## src/rtl/zt_sram_pkg.sv

```systemverilog
package zt_sram_pkg;
  localparam int ADDR_W  = 6;
  localparam int LANES   = 2;
  localparam int LANE_W  = 9;
  localparam int BURST_W = 2;
  localparam int DATA_W  = LANES * LANE_W;
  localparam int DEPTH   = 1 << ADDR_W;

  typedef enum logic [1:0] {
    OP_IDLE  = 2'd0,
    OP_READ  = 2'd1,
    OP_WRITE = 2'd2
  } op_e;

  // Strobes from control to datapath for the current cycle
  typedef struct packed {
    logic              adv;          // pipeline moves on this edge
    logic              rdCap;        // capture array word into read holding register
    logic [ADDR_W-1:0] rdAddr;       // address of command in stage 1
    logic              wrCommit;     // write lanes of stage 2 on this edge
    logic [ADDR_W-1:0] wrAddr;
    logic [LANES-1:0]  wrLanes;
    logic              outValidNext; // stage 2 holds a read
  } strobe_t;
endpackage

```

## src/rtl/zt_sram_ctrl.sv

```systemverilog
module zt_sram_ctrl
  import zt_sram_pkg::*;
(
  input  logic              clk,
  input  logic              rstN,
  input  logic              clkEnN,
  input  logic              sleep,
  input  logic              advLoad,
  input  logic [ADDR_W-1:0] addr,
  input  logic              selN1,
  input  logic              sel2,
  input  logic              selN3,
  input  logic              wrEnN,
  input  logic [LANES-1:0]  byteWrN,
  output strobe_t           stb
);
  op_e               s1Op, s2Op, lastOp, nextOp;
  logic [ADDR_W-1:0] s1Addr, s2Addr, nextAddr;
  logic [LANES-1:0]  s1Lanes, s2Lanes, nextLanes;
  logic              chipSel;

  assign chipSel = ~selN1 & sel2 & ~selN3;

  always_comb begin
    if (sleep)              nextOp = OP_IDLE;
    else if (advLoad)       nextOp = lastOp;
    else if (!chipSel)      nextOp = OP_IDLE;
    else if (wrEnN)         nextOp = OP_READ;
    else                    nextOp = OP_WRITE;
  end

  // Burst step: low bits wrap, upper bits kept
  always_comb begin
    if (advLoad)
      nextAddr = {s1Addr[ADDR_W-1:BURST_W], s1Addr[BURST_W-1:0] + BURST_W'(1)};
    else
      nextAddr = addr;
  end

  assign nextLanes = (nextOp == OP_WRITE) ? ~byteWrN : '0;

  always_ff @(posedge clk or negedge rstN) begin
    if (!rstN) begin
      s1Op    <= OP_IDLE;
      s2Op    <= OP_IDLE;
      lastOp  <= OP_IDLE;
      s1Addr  <= '0;
      s2Addr  <= '0;
      s1Lanes <= '0;
      s2Lanes <= '0;
    end else if (!clkEnN) begin
      s1Op    <= nextOp;
      s1Lanes <= nextLanes;
      s2Op    <= s1Op;
      s2Addr  <= s1Addr;
      s2Lanes <= s1Lanes;
      if (!sleep) begin
        s1Addr <= nextAddr;
        lastOp <= nextOp;
      end
    end
  end

  always_comb begin
    stb.adv          = ~clkEnN;
    stb.rdCap        = ~clkEnN & (s1Op == OP_READ);
    stb.rdAddr       = s1Addr;
    stb.wrCommit     = ~clkEnN & ~sleep & (s2Op == OP_WRITE);
    stb.wrAddr       = s2Addr;
    stb.wrLanes      = s2Lanes;
    stb.outValidNext = (s2Op == OP_READ);
  end
endmodule

```

## src/rtl/zt_sram_data.sv

```systemverilog
module zt_sram_data
  import zt_sram_pkg::*;
(
  input  logic              clk,
  input  logic              rstN,
  input  logic              sleep,
  input  logic              outEnN,
  input  strobe_t           stb,
  input  logic [DATA_W-1:0] dIn,
  output logic [DATA_W-1:0] qOut,
  output logic              qDrive
);
  logic [DATA_W-1:0] mem [DEPTH];
  logic [DATA_W-1:0] merged, rdHold, qReg;
  logic              qValid;
  logic              sameWord;

  assign sameWord = stb.wrCommit && (stb.wrAddr == stb.rdAddr);

  // Forward lanes of a write that lands on the capture edge
  always_comb begin
    merged = mem[stb.rdAddr];
    for (int l = 0; l < LANES; l++) begin
      if (sameWord && stb.wrLanes[l])
        merged[l*LANE_W +: LANE_W] = dIn[l*LANE_W +: LANE_W];
    end
  end

  always_ff @(posedge clk) begin
    if (stb.wrCommit) begin
      for (int l = 0; l < LANES; l++) begin
        if (stb.wrLanes[l])
          mem[stb.wrAddr][l*LANE_W +: LANE_W] <= dIn[l*LANE_W +: LANE_W];
      end
    end
  end

  always_ff @(posedge clk or negedge rstN) begin
    if (!rstN) begin
      rdHold <= '0;
      qReg   <= '0;
      qValid <= 1'b0;
    end else begin
      if (stb.rdCap) rdHold <= merged;
      if (stb.adv) begin
        qReg   <= rdHold;
        qValid <= stb.outValidNext;
      end
    end
  end

  assign qOut   = qReg;
  assign qDrive = qValid & ~outEnN & ~sleep;
endmodule

```

## src/rtl/zt_burst_sram.sv

```systemverilog
module zt_burst_sram
  import zt_sram_pkg::*;
(
  input  logic              clk,
  input  logic              rstN,
  input  logic              clkEnN,
  input  logic              sleep,
  input  logic              advLoad,
  input  logic [ADDR_W-1:0] addr,
  input  logic              selN1,
  input  logic              sel2,
  input  logic              selN3,
  input  logic              wrEnN,
  input  logic [LANES-1:0]  byteWrN,
  input  logic              outEnN,
  input  logic [DATA_W-1:0] dIn,
  output logic [DATA_W-1:0] qOut,
  output logic              qDrive
);
  strobe_t stb;

  zt_sram_ctrl u_ctrl (
    .clk(clk), .rstN(rstN), .clkEnN(clkEnN), .sleep(sleep),
    .advLoad(advLoad), .addr(addr), .selN1(selN1), .sel2(sel2),
    .selN3(selN3), .wrEnN(wrEnN), .byteWrN(byteWrN), .stb(stb)
  );

  zt_sram_data u_data (
    .clk(clk), .rstN(rstN), .sleep(sleep), .outEnN(outEnN),
    .stb(stb), .dIn(dIn), .qOut(qOut), .qDrive(qDrive)
  );
endmodule

```

## config.mk

```make
export PLATFORM = sky130hd
export DESIGN_NAME = zt_burst_sram
export DESIGN_NICKNAME = d
export VERILOG_FILES = /design/src/rtl/zt_sram_pkg.sv /design/src/rtl/zt_sram_ctrl.sv /design/src/rtl/zt_sram_data.sv /design/src/rtl/zt_burst_sram.sv
export SDC_FILE = /design/constraint.sdc
export NUM_CORES = 1
export LEC_CHECK = 0
export CAP_MARGIN = 15
export CORE_ASPECT_RATIO = 0.5
export CORE_MARGIN = 5
export CORE_UTILIZATION = 60
export DETAILED_ROUTE_END_ITERATION = 7
export PLACE_DENSITY_LB_ADDON = 0.25
export RECOVER_POWER = 50
export SYNTH_ARGS = -nofsm -noshare
export SYNTH_HDL_FRONTEND = slang
export SYNTH_HIERARCHICAL = 1
export SYNTH_SLANG_ARGS = --single-unit
export TNS_END_PERCENT = 1
```

## constraint.sdc

```tcl
create_clock -name clk -period 2.9 [get_ports clk]
set_input_delay 0.58 -clock clk [delete_from_list [all_inputs] [get_ports clk]]
set_output_delay 0.58 -clock clk [all_outputs]
set_load 0.03 [all_outputs]
```

Yosys cells after proc, flatten, opt, wreduce, memory -nomap -nowiden
Memory sizes are Yosys's and may differ from the RTL's. A register that Yosys moved wholly into a read port is not among the register bits.
Index checks and enable logic that the tools add are counted.
- memories: 1
- flip-flop bits (word level): 41
- memory bits (writable): 1152
- bitwise operators: 14
- muxes and demuxes: 12
- equal/unequal tests: 4
- add/sub/neg operators: 1
- reductions and logical operators: 3
- memories (memory ; depth ; bits a word ; rd ports ; clocked after memory_dff ; write ports ; line ; RTL):
    u_data.mem ; 64 ; 18 ; 1 ; 1 ; 1 ; zt_sram_data.sv:13 ; logic [DATA_W-1:0] mem [DEPTH];
- operators by type and width (kind ; count):
    $mux 2 ; 6
    $and 1x1->1 ; 7
    $mux 1 ; 6
    $not 1->1 ; 6
    $eq 2x1->1 const B ; 2
    $eq 2x2->1 const B ; 2
    $reduce_and 3->1 ; 1
    $add 2x1->2 const B ; 1
    $not 2->2 ; 1
    $reduce_and 2->1 ; 1
    $logic_not 1->1 ; 1

Depth between registers and ports, before layout
Gate-level depths: netlist of run 1.
- depth after elaboration: 8
- depth in mapped cells: 12
- gate-level depth less buffers: 8

Hierarchy
Netlist of run 1, hierarchy kept.
- modules (own cells, without submodules) (module ; instances ; area each (µm²) ; cells an instance ; seq. area each (µm²)):
    zt_sram_data ; 1 ; 46314.4 ; 2176 ; 35519.1
    zt_sram_ctrl ; 1 ; 955.9 ; 74 ; 550.5

Worst setup path after synthesis of run 1
Ideal clock, no wire load.
- kind: input -> register
- from: input sleep
- to: memory u_data/mem[61][10] (netlist name), enable pin
- arrival time: 2.315 ns
- setup slack: 0.211 ns
- cell stages on the path: 7
- path through: or2_2 > buf_2 > nor3b_1 > and2_1 > clkbuf_1 > nand4_1 > nor2_1
- RTL lines (item ; line ; RTL):
    start, declared ; zt_burst_sram.sv:7 ; input logic sleep,
    end, declared ; zt_sram_data.sv:13 ;

==> impl_results.md, run 1 <==
* Antenna violations before repair at 2
* Final Net Count at 2,653
* Highest Clock Rate at 344 MHz
* Number of CTS-inserted buffers at 99
* Synthesized netlist net count at 2,286
* Post-route DRC at 0
* Power share of the clock group at 0.337
* Final Hold Fails at 0
* Initial core utilization at 0.609
* Setup CP Type: register to register
* Number of placed I/O pins at 55
* Clock tree from TritonCTS: yes
* Synth Cell Area at 47,300 um^2
* Total congestion overflow after global routing at 0
* Power per standard cell area at 732 nW/um^2
* Pin count of the biggest net entering global routing at 66
* Die Ht at 208 um
* Fraction of power spent switching nets at 0.258
* Reported max-cap violation count at 10
* Number of levels in the clock H-tree at 3
* Pre-antenna DRT Iters at 5
* Longest Clk Path Bufs at 3
* Shortest clock period the worst path allows after layout at 2.90 ns
* Core area at 77,700 um^2
* WP data arrival at 3.47 ns
* CTS Root Cell: clkbuf_16
* Worst slew pin tran at 2.54 ns
* Most used flip-flop cell after synthesis: edfxtp_1
* Met1 usage at 0.404
* Die outline width at 407 um
* Critical Path RT at 3.47 ns
* Relative slew slack at -0.695
* Setup Viol. Count Final at 1
* Unrepaired setup endpoints after global routing: no
* Reg power frac at 0.498
* Worst-skew pair later-pin latency at 0.70 ns
* Drt total wl at 116 mm
* Worst min-delay path class: primary input to register
* Global-route wire length before repair at 169 mm
* GRT busiest layer: met2
* Final period utilization at 1.00
* Floorplan die area at 84,800 um^2
* Worst clock skew on the final layout at 0.0230 ns
* Fin worst setup slack at -0.00472 ns
* Setup total negative slack at -0.00472 ns
* Critical Path End Type: register
* Number of input and output port buffers inserted at 54
* Cell Area, Placed at 51,300 um^2
* Signed area change from the synthesized netlist to the final layout at 14.9%
* Outcome: complete, but fails checks
* Multi-input gate area in the final layout at 10,400 um^2
* Flip-flop and latch area at 36,100 um^2
* Sequential share of the synthesized area at 0.763
* Power consumption at 0.0398 W
* Via count at 24,500
* HPWL Detailed at 74.7 mm
* Final Wtd Congestion at 0.947
* Maximum VDD drop at 0.000520 V
* Synth unique cells at 55
* Drt via density at 6.57
* Violations in the final reports: max-capacitance violations, max-slew violations, negative setup slack
* Post-route cell area at 54,300 um^2
* Reg clk slew, reported paths at 0.07 ns
* Iteration-0 DRC Markers at 3,557
* Crit-path max FO at 22
* Global routing met2 resource utilization at 0.423
* Filler Cells Inserted at 4,750
* Routed wire per std cell at 31.0 um
* Number of antenna-violating nets in the routed design at 0
* Sw power at 0.0103 W
* Vias in the first global route at 24,400
* Layout cells sized above 1 at 0.303
* Post-synth EDFFs at 1,152
* Design internal power at 0.0295 W
* Met3 GRT Util at 0.0792
* Number of placement rows at 72
* Portion of total power attributed to combinational logic at 0.165
* Final standard cell utilization of the core at 0.700
* Final slew viol count at 492
* Fraction of registers with async set/reset at 0.0487
* Ys Warns at 6
* CP startpoint kind: register
* Pleak at 17.9 nW
* Register bit total from synthesis at 1,211
* Total routing resource utilization after global routing at 0.278
* Sink Count at 1,211
* Synthesized instance count at 2,250
* Avg Inst Size Synth at 21.0 um^2
## registers in the layout, summed over array words and instances, names as in the netlist
name / count
u_data/qValid: 1
u_ctrl/lastOp: 2
u_ctrl/s1Op: 2
u_ctrl/s2Op: 2
u_ctrl/s2Lanes: 2
u_data/qOut: 18
u_data/mem: 1152
u_data/rdHold: 18
u_ctrl/s1Lanes: 2
u_ctrl/s2Addr: 6
u_ctrl/s1Addr: 6
## routing by layer
metal  routed length [um]  share of wire  up-vias
li1                     -              -    10000
met1                44700           0.39    12800
met2                54200           0.47     1473
met3                13600           0.12      222
met4                 3380          0.029        0
met5                    0              0        -
## layout by cell type (no fill, tap or decap), drive strengths merged, types with 13 or more instances in the layout
| cell type | n |
|---|---|
| nor2b | 13 |
| clkbuf | 151 |
| inv | 20 |
| a21oi | 18 |
| mux2 | 39 |
| edfxtp | 1152 |
| mux4 | 280 |
| a22oi | 56 |
| nand3 | 51 |
| nor2 | 145 |
| clkdlybuf4s50 | 34 |
| mux2i | 94 |
| dfrtp | 59 |
| clkinv | 43 |
| nand2b | 15 |
| buf | 320 |
| nand2 | 52 |
## worst max-delay path, stage by stage (launching register included)
cell	delay, ns
dfrtp_4	0.74
buf_4	0.43
mux4_2	0.55
mux2i_1	0.24
o311ai_0	0.20
a211oi_1	0.43
a21oi_1	0.16
## area by class of cell
| cell class | instances | share of cell area |
|---|---|---|
| Multi-Input combinational cell | 899 | 0.191 |
| Clock inverter | 63 | 0.0104 |
| Timing Repair Buffer | 391 | 0.0612 |
| Tap cell | 1036 | 0.0239 |
| Clock buffer | 119 | 0.0481 |
| Antenna cell | 1 | 0.0000461 |
| Sequential cell | 1211 | 0.664 |
| Inverter | 15 | 0.00104 |
## power by group through the flow
| stage | Combinational [W] | Sequential, W | Clock, W |
|---|---|---|---|
| final | 0.00658 | 0.0198 | 0.0134 |
| after global routing | 0.00687 | 0.0198 | 0.0143 |
| after CTS | 0.00647 | 0.0198 | 0.0135 |
| after detailed placement | 0.00643 | 0.0202 | 0 |
| after global placement | 0.00636 | 0.0202 | 0 |
| after floorplan | 0.00377 | 0.0201 | 0 |
## cell usage after synthesis (6+ instances only)
| cell type | number | area [um^2] |
|---|---|---|
| a21oi_1 | 18 | 90.1 |
| dfrtp_1 | 59 | 1480 |
| a22oi_1 | 56 | 420 |
| a211oi_1 | 7 | 52.6 |
| mux2_2 | 39 | 439 |
| nor3_1 | 8 | 40.0 |
| o221ai_1 | 7 | 61.3 |
| nor2b_1 | 13 | 81.3 |
| o21ai_0 | 9 | 45.0 |
| buf_4 | 24 | 180 |
| nand3_1 | 51 | 255 |
| inv_1 | 15 | 56.3 |
| o22ai_1 | 12 | 75.1 |
| o2111ai_1 | 6 | 52.6 |
| mux4_2 | 280 | 6310 |
| o211ai_1 | 7 | 52.6 |
| nor2_1 | 145 | 544 |
| nor3b_1 | 6 | 45.0 |
| nand3b_1 | 10 | 75.1 |
| buf_2 | 28 | 140 |
| nand2_1 | 52 | 195 |
| nand2b_1 | 15 | 93.8 |
| mux2i_1 | 94 | 941 |
| edfxtp_1 | 1152 | 34600 |
| o22a_1 | 7 | 61.3 |
| clkbuf_1 | 46 | 173 |
| nand4_1 | 7 | 43.8 |
| buf_6 | 20 | 225 |
## path summary, 6_finish.rpt
path                                         startpoint                       endpoint  slack (ns)  depth (start not counted)
setup / recovery           u_ctrl/s1Addr[5]$_DFFE_PN0P_  u_data/rdHold[16]$_DFFE_PN0P_      -0.005                          6
hold / removal                                   dIn[4]    u_data/mem[39][4]$_DFFE_PP_        0.25                          1
setup reg to reg           u_ctrl/s1Addr[5]$_DFFE_PN0P_  u_data/rdHold[16]$_DFFE_PN0P_      -0.005                          6
hold reg to reg              u_data/qOut[0]$_DFFE_PN0P_     u_data/qOut[0]$_DFFE_PN0P_        0.51                          1
max in group asynchronous                          rstN    u_data/qOut[16]$_DFFE_PN0P_        0.96                          3
min in group asynchronous                          rstN     u_ctrl/s1Op[0]$_DFFE_PN0N_        0.67                          2
## through the flow
stage	std cells	setup slack (ns)	hold slack, ns
floorplan	2250	0.211	0.284
global placement	3547	-0.208	0.490
detailed placement	3547	-0.209	0.499
CTS	3730	0.0701	0.135
global route	3734	0.0322	0.247
finish	3735	-0.00472	0.247
## cells by family (layout without fill, tap and decap cells)
| group | count (synthesis) | in the layout | synth area share |
|---|---|---|---|
| xor gates and xnor gates | 6 | 6 | 0.00111 |
| DFF | 1211 | 1211 | 0.763 |
| other | 0 | 1 | 0 |
| muxes | 413 | 413 | 0.163 |
| buffers and inverters | 140 | 588 | 0.0174 |
| and+or+nand+nor | 331 | 331 | 0.0332 |
| AOI/OAI and AO/OA | 149 | 149 | 0.0226 |
## timing repair
| action | 4_1_cts | 5_1_grt |
|---|---|---|
| setup buffers | 0 | 4 |
| endpoints found under the setup margin | 0 | 6 |
| gates resized for setup | 0 | 2 |
| endpoints found under the hold margin | 36 | 0 |
| hold buffers | 1 | 0 |
(Power assumes the default switching activity.)
==> run 2: changes to the inputs <==
--- a/config.mk
+++ b/config.mk
@@ -12,6 +12,7 @@
 export DETAILED_ROUTE_END_ITERATION = 7
 export PLACE_DENSITY_LB_ADDON = 0.25
 export RECOVER_POWER = 50
+export REMOVE_ABC_BUFFERS = 1
 export SYNTH_ARGS = -nofsm -noshare
 export SYNTH_HDL_FRONTEND = slang
 export SYNTH_HIERARCHICAL = 1
==> run 2 against run 1 <==
The flow finishes with violations (max-capacitance violations, max-slew violations). Clock power about the same. Total power up 0.49%. Non-clock buffer count up 5. Register-to-register slack better by 0.09 ns. Critical path depth up 2. Cell count up 0.21%. Flip-flop and latch count unchanged. Core utilization about the same. Sequential share of layout area about the same. Setup slack better by 0.091 ns. Count of clock-buffer cells in the layout down 6. Largest cell class unchanged. Largest power group unchanged.
==> impl_results.md, run 2 (same netlist as run 1, synthesis figures left out) <==
* # diodes at 0
* Critical Path End Type: register
* Worst min-delay path class: primary input to register
* RR Startpoint: u_ctrl/s1Addr[2]$_DFFE_PN0P_
* Startpoint of the worst setup timing path: u_ctrl/s1Addr[2]$_DFFE_PN0P_
* Final slew viol count at 801
* Maximum VDD drop at 0.000498 V
* Outcome: complete, but fails checks
* Routed wire per std cell at 31.0 um
* Filler Cells Inserted at 4,718
* Highest Clock Rate at 355 MHz
* Layout cells sized above 1 at 0.302
* Final Net Count at 2,658
* Post-route DRC at 0
* Number of CTS-inserted buffers at 99
* Number of placed I/O pins at 55
* Global routing met2 resource utilization at 0.430
* Die Ht at 208 um
* Number of levels in the clock H-tree at 3
* Setup Viol. Count Final at 0
* Setup slack at placement at -0.160 ns
* Pleak at 17.9 nW
* Power per standard cell area at 736 nW/um^2
* Total congestion overflow after global routing at 0
* Met1 usage at 0.411
* Reg clk slew, reported paths at 0.07 ns
* Shortest clock period the worst path allows after layout at 2.81 ns
* Final Hold Fails at 0
* Dpl cells at 3,557
* CTS Root Cell: clkbuf_16
* Signed area change from the synthesized netlist to the final layout at 15.0%
* Worst-skew pair later-pin latency at 0.72 ns
* Relative slew slack at -0.670
* GRT busiest layer: met2
* Sink Count at 1,211
* Cell with the most instances on the worst path: buf_4
* Capturing element of the worst setup path: u_data/rdHold[11]$_DFFE_PN0P_
* Floorplan die area at 84,800 um^2
* Unrepaired setup endpoints after global routing: no
* Crit-path max FO at 23
* Vias in the first global route at 24,600
* Antenna violations before repair at 1
* WP data arrival at 3.46 ns
* Worst clock skew on the final layout at 0.0288 ns
* Most common cell after layout, fill and taps aside: edfxtp_1
* Commonest cells after routing, fill and taps aside: edfxtp_1 (1,152), buf_4 (292), mux4_2 (280), nor2_1 (144), clkbuf_16 (102)
* Setup total negative slack at 0 ns
* Non-filler cells in the finished layout at 3,743
* R2r endpoint: u_data/rdHold[11]$_DFFE_PN0P_
* WHS at 0.383 ns
* Global-route wire length before repair at 170 mm
* Core area at 77,700 um^2
* Number of antenna-violating nets in the routed design at 0
* Setup CP Type: register to register
* HPWL Detailed at 74.6 mm
* Critical-path cell with the highest stage delay: a2111oi_0
* Iteration-0 DRC Markers at 3,384
* Final period utilization at 0.970
* Longest Clk Path Bufs at 3
* Pin count of the biggest net entering global routing at 66
* Flip-flop count of the largest register, all copies and words added at 1,152
* Pre-antenna DRT Iters at 6
* Via count at 24,500
* Fin worst setup slack at 0.0865 ns
* Drt total wl at 116 mm
* Final Wtd Congestion at 0.922
* Die outline width at 407 um
* Number of input and output port buffers inserted at 54
* Ordered list of cells on the worst path: buf_12 -> buf_4 -> mux4_2 -> mux2i_1 -> a2111oi_0 -> buf_4 -> a21oi_1 -> o211ai_1
* Met3 GRT Util at 0.0646
* Worst path max stage delay at 0.65 ns
* Drt via density at 6.53
* Number of placement rows at 72
* Count of cells along the worst register-to-register path at 8
* Power consumption at 0.0400 W
* Violations in the final reports: max-capacitance violations, max-slew violations
* Initial core utilization at 0.609
* Critical Path RT at 3.54 ns
* Total routing resource utilization after global routing at 0.280
* Clock tree from TritonCTS: yes
* Cell depth of the worst hold path at 1
* CP startpoint kind: register
* Worst-case register-to-register setup slack at 0.09 ns
* Reported max-cap violation count at 17
* Worst slew pin tran at 2.51 ns
* Register with the most flip-flops: u_data/mem
run 2: cell types whose count changed in the layout (fill, tap and decap cells not counted), moves of 2 or more:
| cell | before | now |
|---|---|---|
| inv_6 | 4 | 2 |
| clkinv_4 | 0 | 3 |
| bufinv_16 | 9 | 12 |
| clkbuf_8 | 2 | 0 |
| buf_4 | 278 | 292 |
| clkinv_8 | 0 | 2 |
| buf_2 | 9 | 6 |
| buf_12 | 33 | 23 |
| clkinv_2 | 25 | 19 |
| clkinv_1 | 18 | 28 |
run 2: worst min path at each step:
| stage | from | end |
|---|---|---|
| floorplan | rstN | u_ctrl/lastOp[0]$_DFFE_PN0P_ |
| finish | dIn[17] | u_data/mem[37][17]$_DFFE_PP_ |
| detailed placement | u_data/qOut[8]$_DFFE_PN0P_ | u_data/qOut[8]$_DFFE_PN0P_ |
| global placement | u_data/qOut[8]$_DFFE_PN0P_ | u_data/qOut[8]$_DFFE_PN0P_ |
| global route | dIn[17] | u_data/mem[0][17]$_DFFE_PP_ |
| CTS | rstN | u_ctrl/s1Lanes[0]$_DFFE_PN0N_ |
run 2: report_power, final:
part | switching [W] | total [W] | internal (W) | leakage (nW)
Sequential | 0.000399 | 0.0198 | 0.0194 | 11.1
Combinational | 0.00364 | 0.00645 | 0.00281 | 5.22
Clock | 0.00618 | 0.0137 | 0.00753 | 1.61
Total | 0.0102 | 0.0400 | 0.0298 | 17.9
run 2: layout make-up:
class,count,area (um^2),share of cell area
inverters,15,56.3,0.00104
well taps,1036,1300,0.0238
clock buffers,113,2590,0.0477
flip-flops and latches,1211,36100,0.664
repair buffers,396,3230,0.0594
clock inverters,73,706,0.0130
multi-input cells,899,10400,0.191
run 2: critical path, delay by kind of cell (launching register included):
family                 cells  cell delay (ns)
buffers and inverters      3             0.80
AOI/OAI and AO/OA          3             0.92
muxes                      2             0.35
DFF                        1             0.64
run 2: stage by stage:
| step | util | area [um^2] |
|---|---|---|
| global route | 0.700 | 54400 |
| finish | 0.700 | 54400 |
| detailed placement | 0.661 | 51300 |
| global placement | 0.661 | 51300 |
| CTS | 0.703 | 54600 |
| floorplan | - | 46500 |
run 2: routing by layer:
metal | wire length, um | vias up
met2 | 55200 | 1424
met4 | 3510 | 0
met1 | 44900 | 12700
met5 | 0 | -
li1 | - | 10100
met3 | 12200 | 228
run 2: timing repair:
| item | in CTS | in global routing |
|---|---|---|
| resized for setup | 0 | 1 |
| endpoints found under the hold margin | 0 | 0 |
| buffers inserted | 0 | 0 |
| endpoints found under the setup margin | 0 | 1 |
| hold buffers | 0 | 0 |
